<file path="config.mk">
export PLATFORM = sky130hd
export DESIGN_NAME = sec_erase_ctl
export DESIGN_NICKNAME = d
export VERILOG_FILES = /design/src/rtl/sec_erase_pkg.sv /design/src/rtl/sec_window_timer.sv /design/src/rtl/sec_low_pick.sv /design/src/rtl/sec_byte_array.sv /design/src/rtl/sec_erase_ctl.sv
export SDC_FILE = /design/constraint.sdc
export NUM_CORES = 2
export LEC_CHECK = 0
export BUFFER_PORTS_ARGS = -buffer_cell sky130_fd_sc_hd__clkbuf_2
export CAP_MARGIN = 20
export CORE_ASPECT_RATIO = 1.75
export CORE_MARGIN = 3
export CORE_UTILIZATION = 40
export CTS_CLUSTER_DIAMETER = 80
export CTS_CLUSTER_SIZE = 25
export DETAILED_ROUTE_END_ITERATION = 12
export GPL_TIMING_DRIVEN = 1
export PLACE_DENSITY = 0.58
export SETUP_SLACK_MARGIN = 0.15
export SYNTH_ARGS = -nofsm -noshare
export SYNTH_HDL_FRONTEND = slang
export SYNTH_SLANG_ARGS = --single-unit
</file>
<file path="constraint.sdc">
create_clock -name clk -period 2.6 [get_ports clk]
set_input_delay 0.13 -clock clk [delete_from_list [all_inputs] [get_ports clk]]
set_output_delay 0.13 -clock clk [all_outputs]
set_load 0.03 [all_outputs]
</file>
<file path="src/rtl/sec_erase_pkg.sv">
package sec_erase_pkg;

    localparam int DW = 8;

    typedef enum logic [2:0] {
        ST_READ  = 3'd0,
        ST_WIN   = 3'd1,
        ST_ZERO  = 3'd2,
        ST_PULSE = 3'd3,
        ST_FILL  = 3'd4,
        ST_SUSP  = 3'd5,
        ST_FAIL  = 3'd6
    } sec_state_t;

    localparam logic [2:0] OP_ERASE  = 3'd1;
    localparam logic [2:0] OP_SUSP   = 3'd2;
    localparam logic [2:0] OP_RESUME = 3'd3;
    localparam logic [2:0] OP_RESET  = 3'd4;
    localparam logic [2:0] OP_PROG   = 3'd5;

    // status byte: poll 7, toggle 6, error 5, timer 3
    function automatic logic [DW-1:0] status_byte(input logic tog, input logic err,
                                                  input logic tmr);
        return {1'b0, tog, err, 1'b0, tmr, 3'b000};
    endfunction

endpackage

</file>
<file path="src/rtl/sec_window_timer.sv">
module sec_window_timer #(
    parameter int LIMIT = 10000
) (
    input  logic clk,
    input  logic rst_n,
    input  logic restart,
    input  logic run,
    output logic expired
);
    localparam int CW = $clog2(LIMIT + 1);
    localparam logic [CW-1:0] LAST = CW'(LIMIT - 1);

    logic [CW-1:0] cnt_q;

    always_ff @(posedge clk or negedge rst_n) begin
        if (!rst_n) begin
            cnt_q <= '0;
        end else if (restart) begin
            cnt_q <= '0;
        end else if (run && cnt_q != LAST) begin
            cnt_q <= cnt_q + 1'b1;
        end
    end

    assign expired = run && !restart && (cnt_q == LAST);
endmodule

</file>
<file path="src/rtl/sec_low_pick.sv">
module sec_low_pick #(
    parameter int N  = 8,
    parameter int IW = $clog2(N)
) (
    input  logic [N-1:0]  mask,
    output logic [IW-1:0] idx,
    output logic          any
);
    always_comb begin
        idx = '0;
        any = 1'b0;
        for (int i = N - 1; i >= 0; i--) begin
            if (mask[i]) begin
                idx = IW'(i);
                any = 1'b1;
            end
        end
    end
endmodule

</file>
<file path="src/rtl/sec_byte_array.sv">
module sec_byte_array #(
    parameter int DEPTH = 128,
    parameter int AW    = $clog2(DEPTH),
    parameter int DW    = 8
) (
    input  logic          clk,
    input  logic          rst_n,
    input  logic          we,
    input  logic [AW-1:0] waddr,
    input  logic [DW-1:0] wdata,
    input  logic [AW-1:0] raddr,
    output logic [DW-1:0] rdata
);
    logic [DW-1:0] mem [DEPTH];

    always_ff @(posedge clk or negedge rst_n) begin
        if (!rst_n) begin
            for (int i = 0; i < DEPTH; i++) begin
                mem[i] <= '1;
            end
        end else if (we) begin
            mem[waddr] <= wdata;
        end
    end

    assign rdata = mem[raddr];
endmodule

</file>
<file path="src/rtl/sec_erase_ctl.sv">
module sec_erase_ctl
    import sec_erase_pkg::*;
#(
    parameter int NUM_SECT   = 8,
    parameter int SECT_AW    = 4,
    parameter int WINDOW_CYC = 10000,
    parameter int ERASE_CYC  = 4096,
    parameter int MAX_TRY    = 4,
    parameter int SW         = $clog2(NUM_SECT),
    parameter int AW         = SW + SECT_AW
) (
    input  logic                clk,
    input  logic                rst_n,
    input  logic                cmd_valid,
    input  logic [2:0]          cmd_op,
    input  logic [AW-1:0]       cmd_addr,
    input  logic [DW-1:0]       cmd_data,
    input  logic [NUM_SECT-1:0] fail_sect,
    input  logic                rd_en,
    input  logic [AW-1:0]       rd_addr,
    output logic [DW-1:0]       rd_data
);
    localparam int DEPTH = NUM_SECT << SECT_AW;
    localparam int PCW   = (ERASE_CYC > 1) ? $clog2(ERASE_CYC) : 1;
    localparam int TRW   = (MAX_TRY > 1) ? $clog2(MAX_TRY) : 1;
    localparam logic [SECT_AW-1:0] BA_LAST = '1;
    localparam logic [PCW-1:0]     PC_LAST = PCW'(ERASE_CYC - 1);
    localparam logic [TRW-1:0]     TR_LAST = TRW'(MAX_TRY - 1);

    // state and datapath registers
    sec_state_t          st_q, st_d, ret_q, ret_d;
    logic [NUM_SECT-1:0] mask_q, mask_d;
    logic [SW-1:0]       cur_q, cur_d;
    logic [SECT_AW-1:0]  ba_q, ba_d;
    logic [PCW-1:0]      pc_q, pc_d;
    logic [TRW-1:0]      tr_q, tr_d;
    logic                tog_q;
    logic [DW-1:0]       rd_q;

    // command decode
    logic          is_erase, is_susp, is_resume, is_reset, is_prog;
    logic [SW-1:0] cmd_sect, rd_sect;
    logic [NUM_SECT-1:0] cmd_bit, cur_bit;

    assign is_erase  = cmd_valid && cmd_op == OP_ERASE;
    assign is_susp   = cmd_valid && cmd_op == OP_SUSP;
    assign is_resume = cmd_valid && cmd_op == OP_RESUME;
    assign is_reset  = cmd_valid && cmd_op == OP_RESET;
    assign is_prog   = cmd_valid && cmd_op == OP_PROG;
    assign cmd_sect  = cmd_addr[AW-1:SECT_AW];
    assign rd_sect   = rd_addr[AW-1:SECT_AW];
    assign cmd_bit   = NUM_SECT'(1) << cmd_sect;
    assign cur_bit   = NUM_SECT'(1) << cur_q;

    // window timer
    logic win_restart, win_expired;
    assign win_restart = is_erase && (st_q == ST_READ || st_q == ST_WIN);

    sec_window_timer #(.LIMIT(WINDOW_CYC)) u_timer (
        .clk     (clk),
        .rst_n   (rst_n),
        .restart (win_restart),
        .run     (st_q == ST_WIN),
        .expired (win_expired)
    );

    // next-sector picker: while filling, look past the current sector
    logic [NUM_SECT-1:0] pick_in;
    logic [SW-1:0]       pick_idx;
    logic                pick_any;
    assign pick_in = (st_q == ST_FILL) ? (mask_q & ~cur_bit) : mask_q;

    sec_low_pick #(.N(NUM_SECT), .IW(SW)) u_pick (
        .mask (pick_in),
        .idx  (pick_idx),
        .any  (pick_any)
    );

    // array
    logic          mem_we;
    logic [AW-1:0] mem_waddr;
    logic [DW-1:0] mem_wdata, mem_rdata;

    sec_byte_array #(.DEPTH(DEPTH), .AW(AW), .DW(DW)) u_array (
        .clk   (clk),
        .rst_n (rst_n),
        .we    (mem_we),
        .waddr (mem_waddr),
        .wdata (mem_wdata),
        .raddr (rd_addr),
        .rdata (mem_rdata)
    );

    // next-state and counter logic
    always_comb begin
        st_d   = st_q;
        ret_d  = ret_q;
        mask_d = mask_q;
        cur_d  = cur_q;
        ba_d   = ba_q;
        pc_d   = pc_q;
        tr_d   = tr_q;
        unique case (st_q)
            ST_READ: begin
                if (is_erase) begin
                    mask_d = cmd_bit;
                    st_d   = ST_WIN;
                end
            end
            ST_WIN: begin
                if (is_erase) begin
                    mask_d = mask_q | cmd_bit;
                end else if (is_susp) begin
                    st_d  = ST_SUSP;
                    ret_d = ST_ZERO;
                    cur_d = pick_idx;
                    ba_d  = '0;
                    pc_d  = '0;
                    tr_d  = '0;
                end else if (is_resume) begin
                    st_d = ST_WIN;
                end else if (cmd_valid) begin
                    st_d   = ST_READ;
                    mask_d = '0;
                end else if (win_expired) begin
                    st_d  = ST_ZERO;
                    cur_d = pick_idx;
                    ba_d  = '0;
                    pc_d  = '0;
                    tr_d  = '0;
                end
            end
            ST_ZERO, ST_PULSE, ST_FILL: begin
                if (is_reset) begin
                    st_d   = ST_READ;
                    mask_d = '0;
                end else if (is_susp) begin
                    st_d  = ST_SUSP;
                    ret_d = st_q;
                end else if (st_q == ST_ZERO) begin
                    ba_d = ba_q + 1'b1;
                    if (ba_q == BA_LAST) begin
                        st_d = ST_PULSE;
                        pc_d = '0;
                    end
                end else if (st_q == ST_PULSE) begin
                    if (pc_q == PC_LAST) begin
                        pc_d = '0;
                        if (!fail_sect[cur_q]) begin
                            st_d = ST_FILL;
                            ba_d = '0;
                        end else if (tr_q == TR_LAST) begin
                            st_d = ST_FAIL;
                        end else begin
                            tr_d = tr_q + 1'b1;
                        end
                    end else begin
                        pc_d = pc_q + 1'b1;
                    end
                end else begin
                    ba_d = ba_q + 1'b1;
                    if (ba_q == BA_LAST) begin
                        mask_d = mask_q & ~cur_bit;
                        if (pick_any) begin
                            st_d  = ST_ZERO;
                            cur_d = pick_idx;
                            tr_d  = '0;
                        end else begin
                            st_d = ST_READ;
                        end
                    end
                end
            end
            ST_SUSP: begin
                if (is_resume) begin
                    st_d = ret_q;
                end else if (is_reset) begin
                    st_d   = ST_READ;
                    mask_d = '0;
                end
            end
            ST_FAIL: begin
                if (is_reset) begin
                    st_d   = ST_READ;
                    mask_d = '0;
                end
            end
            default: begin
                st_d   = ST_READ;
                mask_d = '0;
            end
        endcase
    end

    // state register
    always_ff @(posedge clk or negedge rst_n) begin
        if (!rst_n) begin
            st_q   <= ST_READ;
            ret_q  <= ST_ZERO;
            mask_q <= '0;
            cur_q  <= '0;
            ba_q   <= '0;
            pc_q   <= '0;
            tr_q   <= '0;
        end else begin
            st_q   <= st_d;
            ret_q  <= ret_d;
            mask_q <= mask_d;
            cur_q  <= cur_d;
            ba_q   <= ba_d;
            pc_q   <= pc_d;
            tr_q   <= tr_d;
        end
    end

    // array write outputs
    always_comb begin
        mem_we    = 1'b0;
        mem_waddr = {cur_q, ba_q};
        mem_wdata = '0;
        unique case (st_q)
            ST_ZERO: begin
                mem_we    = !is_reset && !is_susp;
                mem_wdata = '0;
            end
            ST_FILL: begin
                mem_we    = !is_reset && !is_susp;
                mem_wdata = '1;
            end
            ST_READ: begin
                mem_we    = is_prog;
                mem_waddr = cmd_addr;
                mem_wdata = cmd_data;
            end
            default: begin
                mem_we = 1'b0;
            end
        endcase
    end

    // read port: array data or status byte, toggle bit advances per status read
    always_ff @(posedge clk or negedge rst_n) begin
        if (!rst_n) begin
            rd_q  <= '0;
            tog_q <= 1'b0;
        end else if (rd_en) begin
            unique case (st_q)
                ST_READ: begin
                    rd_q <= mem_rdata;
                end
                ST_SUSP: begin
                    rd_q <= mask_q[rd_sect] ? status_byte(tog_q, 1'b0, 1'b1) : mem_rdata;
                end
                ST_WIN: begin
                    rd_q  <= status_byte(tog_q, 1'b0, 1'b0);
                    tog_q <= ~tog_q;
                end
                ST_FAIL: begin
                    rd_q  <= status_byte(tog_q, 1'b1, 1'b1);
                    tog_q <= ~tog_q;
                end
                default: begin
                    rd_q  <= status_byte(tog_q, 1'b0, 1'b1);
                    tog_q <= ~tog_q;
                end
            endcase
        end
    end

    assign rd_data = rd_q;
endmodule

</file>
* Yosys cells after proc, flatten, opt, wreduce, memory -nomap -nowiden
Index checks and enable logic that the tools add are counted.
** Operators by class
- $add $sub $neg :: 4
- Magnitude comparators :: 5
- Eq/ne operators :: 51
- Shifts and indexed selects :: 2
- Multiplexer cells :: 122
- Bitwise operators :: 7
- Reductions and logical operators :: 29
** Operator list (count)
- bitwise mux 1024 bit :: 1
- two-way mux 8 bit :: 17
- two-way mux 12 bit :: 11
- two-way mux 3 bit :: 40
- binary-select mux 8 bit (select 7 bit) :: 1
- demux 8 bit (select 7 bit) :: 1
- != test 3 bit (second input constant) :: 17
- two-way mux 4 bit :: 11
- case mux 8 bit (5 select lines) :: 1
- case mux 8 bit (4 select lines) :: 1
- two-way mux 2 bit :: 15
- two-way mux 14 bit :: 2
- AND reduction 9 bit :: 3
- case mux 12 bit (2 select lines) :: 1
- != test 2 bit (second input constant) :: 11
- greater-or-equal comparator 8 bit (second input constant) :: 2
- NOT 7 -> 8 bit :: 2
- case mux 8 bit (2 select lines) :: 1
- << shifter 1 x 3 -> 8 bit (first input constant) :: 2
- == test 3 bit (second input constant) :: 5
- != test 5 bit (second input constant) :: 3
- case mux 3 bit (5 select lines) :: 1
- adder 14 x 1 -> 14 bit (second input constant) :: 1
- == test 14 bit (second input constant) :: 1
- 37 further kinds :: 69
** Storage, ports and cells
- Flip-flop bits (word level) :: 1082
- Bits of input ports :: 37

* Longest topological paths before layout
- Word-level depth :: 19
- Gate-level depth with buffers :: 12

* Modules after synthesis
From an unflattened synthesis, not the netlist that was laid out.
** Second synthesis, totals
- Cells, all modules :: 3230
- Area, all modules :: 51785.9 um2
** By module, submodules not included
- sec_byte_array :: instances 1, cells each 2782, area each 47745.8 um2
- sec_erase_ctl :: instances 1, cells each 352, area each 3155.5 um2
- sec_window_timer :: instances 1, cells each 83, area each 804.5 um2
- sec_low_pick :: instances 1, cells each 13, area each 80.1 um2

* Least setup slack after synthesis
No wires, ideal clock.
- Kind :: register -> register
- Start point :: register u_timer.cnt_q[5]
- End point :: register tr_q[0]
- Library setup time :: 0.125 ns
- Arrival :: 2.299 ns
- Required time :: 2.475 ns
- Setup slack :: 0.176 ns
- Stages on the path, launching flop included :: 8
- Path buffers :: 1
- Path through :: dfrtp_1 > buf_2 > or4_4 > nor4_4 > o32a_2 > nand2_1 > a221oi_1 > mux2_2
** On the way
- Longest elaborated chain between the ends :: 4
** RTL lines
- start, declared :: RTL line sec_window_timer.sv:13 : logic [CW-1:0] cnt_q;
- start signal, assigned :: RTL line sec_window_timer.sv:21 : cnt_q <= cnt_q + 1'b1;
- == test 14 bit :: RTL line sec_window_timer.sv:25 : assign expired = run && !restart && (cnt_q == LAST);
- logical AND 1 bit :: RTL line sec_window_timer.sv:25
- != test 3 bit (no source line)
- AND reduction 13 bit (no source line)
- end signal, assigned :: RTL line sec_erase_ctl.sv:212 : tr_q <= tr_d;
- end, declared :: RTL line sec_erase_ctl.sv:36 : logic [TRW-1:0] tr_q, tr_d;
No other way between the ends.
A chain may end at the register's enable or synchronous reset.

* Worst setup path after layout
- Start point :: register st_q[0]
- End point :: register u_array.mem[186] in the netlist's numbering
** On the way
- Longest elaborated chain between the ends :: 8
- Elaborated cells between the ends (all ways) :: 14
- Classes of those cells :: 2 x order compare; 2 x eq/ne; 6 x mux; 1 x bitwise; 3 x reduce/logical
** RTL lines
- start, declared :: RTL line sec_erase_ctl.sv:31 : sec_state_t st_q, st_d, ret_q, ret_d;
- start signal, assigned :: RTL line sec_erase_ctl.sv:206 : st_q <= st_d;
- zero test 3 bit :: RTL line sec_erase_ctl.sv:221 : unique case (st_q)
- two-way mux 7 bit :: RTL line sec_erase_ctl.sv:221
- NOT 7 -> 8 bit (not written as such) :: RTL line sec_byte_array.sv:22 : mem[waddr] <= wdata;
- greater-or-equal comparator 8 bit (not written as such) / < comparator 8 x 1 -> 1 bit (equally long branches) :: RTL line sec_byte_array.sv:22
- logical AND 1 bit (not written as such) :: RTL line sec_byte_array.sv:22
- two-way mux 8 bit (not written as such) :: RTL line sec_byte_array.sv:22
- demux 8 bit (select 7 bit) :: RTL line sec_byte_array.sv:22
- bitwise mux 1024 bit :: RTL line sec_byte_array.sv:22
- end signal, assigned by index :: RTL line sec_byte_array.sv:22
- end, declared :: RTL line sec_byte_array.sv:14 : logic [DW-1:0] mem [DEPTH];
Parallel ways exist; a longest one is shown, timed or not.

==> results.toml <==
[power_and_ir_drop]
p_per_area_nw_per_um2 = 700.1
leakagePower_nw = 24.81
vdd_drop_max_uv = 483.6

[global_routing]
grt_pass1_wl_mm = 226.3
grt_overflow = 0
grt_max_degree = 118
antenna_found_initial = 2
grt_pass1_vias = 33233
track_usage = 0.2213

[sta]
period_minus_slack_ns = 2.533
finalSetupViolCount = 0
hold_violations = 0
timing.final.crit_share = 0.9741
worst_slew_pin_slew_ns = 0.8789
hold_ws_ns = 0.1111
rsz0062_at_grt = "true"
relSlewSlack = 0.4096
fin_setup_tns_ns = 0
slew_violations = 0
fmax_mhz = 394.9
fin_skew_ns = 0.03835

[synthesis]
async_flop_share = 1.000
syn_nets = 3493
yosys_warnings = 0
ys_seq_area_frac = 0.5327
synthCells = 3452
synth.distinct_cells = 91
avgSynthCellArea_um2 = 15.42
synth_seq_cells = 1082
ys.flop_type = "dfstp_2"
synth-edff-count = 0
synth_area_um2 = 53230

[route]
num_vias = 31143
drcViolationCount = 0
viasPerCell = 5.731
postRouteAntennaNets = 0
drtIter0Drc = 1613
wl_mm = 154.0
drt_pass1_iterations = 9
wl_per_cell_um = 28.35

[critical_path]
critPathKind = "flip-flop to flip-flop"
worst_r2r_endpoint = "u_array.mem[186]"
path_buf_inv = 4
cp-end-kind = "flip-flop"
r2r-start = "st_q[0]"
cp.depth = 10
cp_slowest_cell = "or3_4"
r2r_slack_ns = 0.07
r2r_cells = 10
crit_end = "u_array.mem[186]"
start_kind = "flip-flop"
critPathMaxFanout = 8
crit_path_start = "st_q[0]"
critical_path.cell_chain = "or3_4 > o32ai_2 > a22o_1 > buf_12 > nand3b_1 > buf_6 > clkbuf_16 > nor2_4 > buf_12 > mux2_2"
cpLargestDelayFamily = "simple AND/OR/NAND/NOR gates"
cp.required_ns = 3.21
cp.arrival_ns = 3.15
critPathMaxStageDelay_ns = 0.44
crit_top_cell = "buf_12"

[clock_tree]
clockRootBuffer = "clkbuf_16"
cts_tree = "built"
htree_levels = 2
clockBufferDepth = 3
clkTransAtPathRegs_ns = 0.11
cts_num_sinks = 1082
numCtsBuffers = 51
insertion_delay_ns = 0.70

[finish]
fillers = 11284
syn_to_final_growth_pct = 17.77
finalNonFillerCells = 5434
stdcell_area_um2 = 62690
final_layout_size_suffix_gt1_frac = 0.8172
fin_nets = 3771

[placement]
port_buffers = 44
postPlaceCellArea_um2 = 58800
hpwl_mm = 106.6
gp_congestion = 0.8759
place_inst = 5308

[floorplanning]
core_area_um2 = 131900
fp.dieH_um = 488.6
dieArea_um2 = 137700
rows = 176
die_x_um = 281.8
pin_count = 45
start_util = 0.4036

[status]
status = "completed"

[worst_hold_path]
hold_class = "primary input to flip-flop"

[run]
cap_viol_max_count = 0
[per-layer routing]
metal  up-vias  wire, um  global-route usage
met5         -         0                   0
met2       545     82410              0.4124
met4         0      7855             0.09447
met3       227      4740             0.02130
li1      13313         -                   -
met1     17058     59030              0.2565
[kinds of logic (layout without fill, tap and decap cells)]
family	after synthesis	after routing	synth area share
buf+inv	252	542	0.02270
compound gates	244	244	0.03272
simple gates	467	467	0.05857
xor+xnor	15	15	0.002468
fa+ha+maj	4	4	0.0009402
other cells	0	1	0
flops	1082	1082	0.5327
mux	1388	1388	0.3499
[report_power, final]
part | internal, mW | leakage, nW | total [mW] | switching (mW)
registers | 19.8 | 11.3 | 20.8 | 1.05
logic | 5.77 | 12.8 | 13.6 | 7.85
clock network | 3.76 | 0.698 | 9.43 | 5.67
[synthesized netlist by cell type, drive strengths merged, types with 8 or more instances]
| library cell | instances | area, um2 |
|---|---|---|
| mux2 | 1031 | 11700 |
| dfstp | 1025 | 26930 |
| mux4 | 268 | 6036 |
| nor2 | 160 | 1161 |
| clkbuf | 151 | 566.8 |
| nand2 | 136 | 807.0 |
| mux2i | 89 | 890.9 |
| buf | 86 | 585.6 |
| o21ai | 59 | 302.8 |
| dfrtp | 57 | 1426 |
| nand3 | 32 | 172.7 |
| a22oi | 31 | 232.7 |
| a21oi | 24 | 120.1 |
| nor2b | 23 | 143.9 |
| nand2b | 20 | 125.1 |
| inv | 14 | 52.55 |
| nor3 | 14 | 91.34 |
| o211ai | 14 | 146.4 |
| o21a | 14 | 105.1 |
| a211oi | 13 | 97.59 |
| and2 | 13 | 83.83 |
| and3 | 13 | 81.33 |
| o22ai | 12 | 75.07 |
| a221oi | 10 | 87.58 |
| a22o | 10 | 87.58 |
| xor2 | 10 | 87.58 |
| o31ai | 9 | 81.33 |
| or3 | 9 | 61.31 |
| a31oi | 8 | 50.05 |
| nor3b | 8 | 85.08 |
| nor4 | 8 | 65.06 |
| or2 | 8 | 50.05 |
[what timing repair did]
item,CTS,global route
buffers inserted,33,16
pin swaps,32,46
cloned,1,3
gates resized for setup,63,291
endpoints found under the hold margin,118,0
endpoints found under the setup margin,697,930
hold buffers,7,0
[layout make-up]
class | count | area, um2 | area share
sequential | 1082 | 28360 | 0.4523
antenna | 1 | 2.502 | 0.00003992
clock inverter | 6 | 78.83 | 0.001257
multi-input combinational | 2118 | 25150 | 0.4011
timing repair buffer | 462 | 5582 | 0.08903
clock buffer | 59 | 1349 | 0.02151
inverter | 15 | 58.81 | 0.0009380
tap | 1691 | 2116 | 0.03375
[stage by stage]
step	power (mW)	utilization	worst slack [ns]
6_report	43.89	0.4753	0.06743
5_1_grt	45.81	0.4753	0.02762
4_1_cts	43.25	0.4637	0.03708
3_5_place_dp	33.33	0.4458	-0.5502
3_3_place_gp	33.11	0.4458	-0.5135
2_1_floorplan	27.77	-	0.1759
[cell usage in the layout (no fill, tap or decap), drive strengths merged, types with 10 or more instances in the layout]
| master | synthesis | layout |
|---|---|---|
| mux2 | 1031 | 1031 |
| dfstp | 1025 | 1025 |
| buf | 86 | 411 |
| mux4 | 268 | 268 |
| nor2 | 160 | 160 |
| nand2 | 136 | 136 |
| clkbuf | 151 | 103 |
| mux2i | 89 | 89 |
| o21ai | 59 | 59 |
| dfrtp | 57 | 57 |
| nand3 | 32 | 32 |
| a22oi | 31 | 31 |
| a21oi | 24 | 24 |
| nor2b | 23 | 23 |
| nand2b | 20 | 20 |
| inv | 14 | 20 |
| o211ai | 14 | 14 |
| o21a | 14 | 14 |
| nor3 | 14 | 14 |
| and3 | 13 | 13 |
| and2 | 13 | 13 |
| a211oi | 13 | 13 |
| o22ai | 12 | 12 |
| a22o | 10 | 10 |
| xor2 | 10 | 10 |
| a221oi | 10 | 10 |
[sequential cells by signal (all words and copies together), names as in the netlist]
signal / count
tr_q: 2
cur_q: 3
ret_q: 3
u_array.mem: 1024
mask_q: 8
rd_data: 8
st_q: 3
u_timer.cnt_q: 14
ba_q: 4
pc_q: 12
tog_q: 1
[tightest hold or removal path, delay by kind of cell]
kind	cells	cell delay (ns)
AO/OA/AOI/OAI	2	0.23
buffers and inverters	1	0.19
AND/OR/NAND/NOR	1	0.20
[worst min-delay path by stage]
stage	from	to	slack, ns	cells after the start
final	cmd_valid	st_q[2]	0.11	4
after global routing	cmd_valid	st_q[2]	0.15	4
after CTS	cmd_valid	st_q[2]	0.04	4
after detailed placement	cmd_addr[6]	mask_q[1]	0.43	2
after global placement	cmd_addr[6]	mask_q[1]	0.43	2
after floorplan	rst_n	ba_q[0]	-0.17	0
Note: power is estimated with default switching activity, not from simulation.
